**config.mk**
```make
export PLATFORM = sky130hd
export DESIGN_NAME = host_cmd_vector
export DESIGN_NICKNAME = d
export VERILOG_FILES = /design/src/rtl/hcv_pkg.sv /design/src/rtl/hcv_ctrl.sv /design/src/rtl/hcv_datapath.sv /design/src/rtl/host_cmd_vector.sv
export SDC_FILE = /design/constraint.sdc
export NUM_CORES = 1
export LEC_CHECK = 0
export BUFFER_PORTS_ARGS = -buffer_cell sky130_fd_sc_hd__buf_2
export CAP_MARGIN = 20
export CORE_AREA = 2 2 39 41
export DETAILED_ROUTE_END_ITERATION = 16
export DIE_AREA = 0 0 41 43
export MAX_ROUTING_LAYER = met4
export PLACE_DENSITY = 0.68
export SYNTH_ARGS = -nofsm -noshare
export SYNTH_HDL_FRONTEND = slang
export SYNTH_HIERARCHICAL = 1
export SYNTH_SLANG_ARGS = --single-unit
```
**constraint.sdc**
```tcl
create_clock -name clk -period 3.6 [get_ports clk]
set_clock_uncertainty 0.05 [all_clocks]
set_input_delay 0.18 -clock clk [delete_from_list [all_inputs] [get_ports clk]]
set_output_delay 0.18 -clock clk [all_outputs]
set_load 0.05 [all_outputs]
```
**src/rtl/hcv_pkg.sv**
```systemverilog
package hcv_pkg;
  typedef struct packed {
    logic loadVec;   // capture host vector
    logic setPend;   // raise request
    logic clrPend;   // drop request after core acknowledge
  } hcvStrobes_t;

  typedef enum logic [0:0] {
    HCV_IDLE = 1'b0,
    HCV_PEND = 1'b1
  } hcvState_t;
endpackage

```
**src/rtl/hcv_ctrl.sv**
```systemverilog
module hcv_ctrl
  import hcv_pkg::*;
(
  input  logic        clk,
  input  logic        rstN,
  input  logic        hostWrEn,
  input  logic        hostWrHc,
  input  logic        coreAck,
  output hcvStrobes_t strobes,
  output logic        pending
);
  hcvState_t state, stateNext;

  always_comb begin
    strobes = '0;
    stateNext = state;
    unique case (state)
      HCV_IDLE: begin
        // Host owns the register while nothing is pending.
        strobes.loadVec = hostWrEn;
        strobes.setPend = hostWrEn && hostWrHc;
        if (strobes.setPend) stateNext = HCV_PEND;
      end
      HCV_PEND: begin
        // Core owns it; host writes are locked out.
        strobes.clrPend = coreAck;
        if (strobes.clrPend) stateNext = HCV_IDLE;
      end
      default: stateNext = HCV_IDLE;
    endcase
  end

  always_ff @(posedge clk or negedge rstN) begin
    if (!rstN) state <= HCV_IDLE;
    else       state <= stateNext;
  end

  assign pending = (state == HCV_PEND);
endmodule

```
**src/rtl/hcv_datapath.sv**
```systemverilog
module hcv_datapath
  import hcv_pkg::*;
#(
  parameter int VEC_W = 6,
  parameter logic [VEC_W-1:0] RESET_VEC = 6'h12,
  localparam int DATA_W = VEC_W + 2,
  localparam int ADDR_W = VEC_W + 1
) (
  input  logic              clk,
  input  logic              rstN,
  input  hcvStrobes_t       strobes,
  input  logic              pending,
  input  logic [VEC_W-1:0]  hostWrVec,
  output logic [DATA_W-1:0] hostRdData,
  output logic [VEC_W-1:0]  cmdVector,
  output logic [ADDR_W-1:0] cmdAddr
);
  logic [VEC_W-1:0] vecReg;
  logic             unusedClr;

  always_ff @(posedge clk or negedge rstN) begin
    if (!rstN)                vecReg <= RESET_VEC;
    else if (strobes.loadVec) vecReg <= hostWrVec;
  end

  assign unusedClr  = strobes.clrPend ^ strobes.setPend;
  assign hostRdData = {pending, 1'b0, vecReg};
  assign cmdVector  = vecReg;
  assign cmdAddr    = {vecReg, 1'b0};
endmodule

```
**src/rtl/host_cmd_vector.sv**
```systemverilog
module host_cmd_vector
  import hcv_pkg::*;
#(
  parameter int VEC_W = 6,
  parameter logic [VEC_W-1:0] RESET_VEC = 6'h12,
  localparam int DATA_W = VEC_W + 2,
  localparam int ADDR_W = VEC_W + 1,
  localparam int HC_POS = DATA_W - 1
) (
  input  logic              clk,
  input  logic              rstN,
  input  logic              hostWrEn,
  input  logic [DATA_W-1:0] hostWrData,
  output logic [DATA_W-1:0] hostRdData,
  input  logic              coreAck,
  output logic              cmdPending,
  output logic [VEC_W-1:0]  cmdVector,
  output logic [ADDR_W-1:0] cmdAddr
);
  hcvStrobes_t strobes;
  logic        unusedPad;

  // Bit 6 is a spacer: written data there is dropped.
  assign unusedPad = hostWrData[VEC_W];

  hcv_ctrl i_ctrl (
    .clk      (clk),
    .rstN     (rstN),
    .hostWrEn (hostWrEn),
    .hostWrHc (hostWrData[HC_POS]),
    .coreAck  (coreAck),
    .strobes  (strobes),
    .pending  (cmdPending)
  );

  hcv_datapath #(.VEC_W(VEC_W), .RESET_VEC(RESET_VEC)) i_dp (
    .clk        (clk),
    .rstN       (rstN),
    .strobes    (strobes),
    .pending    (cmdPending),
    .hostWrVec  (hostWrData[VEC_W-1:0]),
    .hostRdData (hostRdData),
    .cmdVector  (cmdVector),
    .cmdAddr    (cmdAddr)
  );
endmodule

```
* Yosys cells after proc, flatten, opt, wreduce, memory -nomap -nowiden
Cells that the tools add are included.
** Storage, ports and cells
- Output and inout port bits :: 22
- Register bits :: 7
- Input port bits :: 12
** Operators by class
- Mux-type cells :: 4
- Bitwise gates (word level) :: 1
- Reduce and logical (&&, ||, !) cells :: 1
** Operator list (count)
- $mux 1 :: 2
- $mux 2 :: 1
- $pmux 1 s2 :: 1
- $logic_and 1x1->1 :: 1
- $not 1->1 :: 1

* Longest topological paths before layout
- Depth in word-level cells :: 3
- Gate-level depth with buffers :: 3
- Depth with buffers taken out :: 2

* By module
Netlist, hierarchy kept.
** By module, submodules not included
- hcv_datapath :: cells each 29, area each 370.4 um^2, times used 1
- hcv_ctrl :: cells each 6, area each 55.1 um^2, times used 1

* Worst setup path after synthesis
Ideal clock, no wire load.
- Path kind :: register to register
- From :: reg i_ctrl.state, in the netlist i_ctrl/pending
- To :: reg i_dp.vecReg[0], in the netlist i_dp/cmdVector[0]
- Setup time :: 0.125 ns
- Cell stages (with the launch flop) :: 4
- Slack :: 2.193 ns
- Period minus slack after synthesis :: 1.407 ns
- Arrival time :: 1.231 ns
- Path buffers :: 1
- Path through :: dfrtp_1 > nor2b_1 > buf_6 > mux2_4
** RTL lines
- from (decl) :: line hcv_ctrl.sv:12 : hcvState_t state, stateNext;
- from (signal assigned) :: line hcv_ctrl.sv:35 : else state <= stateNext;
- to (signal assigned) :: line hcv_datapath.sv:23 : else if (strobes.loadVec) vecReg <= hostWrVec;
- to (decl) :: line hcv_datapath.sv:18 : logic [VEC_W-1:0] vecReg;

==> metrics.yaml <==
p_int_uw: 184.6
avgSynthCellArea_um2: 12.59
arrival_ns: 1.61
drt-initial-drc-count: 0
dieArea_um2: 1763
maxSlewViolCount: 0
hold_path_class: "input port to register"
fill_cells: 152
ys_warn_count: 6
timing.fmax_ghz: 0.6524
clkTransAtPathRegs_ns: 0.05
htreeDepth: 1
drc: 0
areaGrowthSynthToFinish_pct: 20.78
setup.worst_path.start_class: "register"
initial_core_util_pct: 30.02
p_seq_share_pct: 27.3
rsz0062_at_grt: "no"
worst_pin_slew_ns: 0.7389
num_antenna_cells: 0
dr_total_vias: 272
netlist_instances: 33
swShare_pct: 52.25
required_ns: 3.68
nets: 66
final_cell_mix: "buf_2 (30), mux2_4 (6), dfrtp_1 (5)"
grtUsageTotal_pct: 10.05
cts_tree: "built"
clkPwrFrac_pct: 18.5
fin_crit_ns: 1.533
cp-end-kind: "register"
highest_layer: "met3"
die_h_um: 43
die_w_um: 41
wl_met2_um: 382
dpl_cell_area_um2: 465.4
tns_ns: 0
path_class: "register to register"
ir_drop_mv: 0.2390
p_leak_uw: 0.0002810
cts_sinks: 7
power_density_nw_per_um2: 770.4
drt_wl_total_um: 734
layout_commonest_cell: "buf_2"
io_pins: 34
fin_area_um2: 501.7
rows: 14
drive_gt1_share_pct: 77.36
hold_viol_final: 0
cts_made_buffers: 3
status: "completed"
grt_antenna_before_repair: 0
coreArea_um2: 1384
grt_pass1_vias: 263
switchingPower_uw: 202.0
met3_length_um: 80
syn-cell-area_um2: 415.4
gp_congestion: 0.5799
critPathMaxFanout: 6
ctsLongestPathBuffers: 2
vias_per_cell: 3.942
power_frac_comb_pct: 54.1
slew_headroom_pct: 50.64
wl_met1_um: 271
insertion_delay_ns: 0.25
maxCapViolCount: 0
grt_overflow: 0
post_cts_buffers: 0
fin_crit_sh_pct: 42.58
wl_per_cell_um: 10.64
port-buffer-count: 30
drtAntennaViolNets: 0
grt_pass1_wl_um: 1076
drtPass1Iterations: 1
root_buffer: "clkbuf_4"
grt_start_max_net_pins: 8
setup_viol: 0
flip-flops by register name, summed over array words and instances, names as in the netlist:
signal          count
i_ctrl/pending      1
i_dp/cmdVector      6
metrics by stage:
stage	hold WS [ns]	power, µW	cells	worst slack (ns)	utilization, %
2_1_floorplan	-0.1656	309.7	34	2.211	-
3_3_place_gp	-0.02938	314.9	64	2.073	33.63
3_5_place_dp	-0.02717	316.8	64	2.071	33.63
4_1_cts	0.04523	393.2	69	2.049	36.26
5_1_grt	0.06245	408.5	69	2.008	36.26
6_report	0.05552	386.6	69	2.067	36.26
worst max-delay path, cell delays in order, from the launching register on:
cell and delay, ns:
dfrtp_1 0.41, nor2b_1 0.60, mux2_4 0.36
layer usage:
layer / vias to the layer above / track usage, %
met1: 124 / 9.211
li1: 129 / -
met4: 0 / 8.000
met2: 19 / 15.94
met5: - / -
met3: 0 / 3.141
worst paths after layout:
| check | startpoint | to | slack, ns | cells after the start |
|---|---|---|---|---|
| min in group asynchronous | rstN | i_ctrl/pending | 0.25 | 2 |
| min | coreAck | i_ctrl/pending | 0.06 | 2 |
| min reg2reg | i_ctrl/pending | i_ctrl/pending | 0.47 | 1 |
| max reg2reg | i_ctrl/pending | i_dp/cmdVector[0] | 2.07 | 2 |
| max | i_ctrl/pending | i_dp/cmdVector[0] | 2.07 | 2 |
| max in group asynchronous | rstN | i_dp/cmdVector[4] | 3.02 | 2 |
power by group through the flow:
stage                     registers (µW)  clock network [µW]  logic, µW
final                                106                71.7        209
after floorplan                      153                   0        156
after detailed placement             108                   0        209
after global routing                 109                83.0        217
after CTS                            106                76.5        210
after global placement               107                   0        208
cell type report:
class | instances | area [µm²] | share of cell area [%]
clock buffers | 4 | 26.28 | 5.237
multi-input cells | 11 | 117.6 | 23.44
well taps | 16 | 20.02 | 3.990
flip-flops and latches | 7 | 177.7 | 35.41
repair buffers | 31 | 160.2 | 31.92
what timing repair did:
item / in CTS / in global routing
gates resized for setup: 0 / 0
hold buffers: 1 / 0
hold endpoints to repair: 7 / 0
Power figures use the tool's default switching activity.
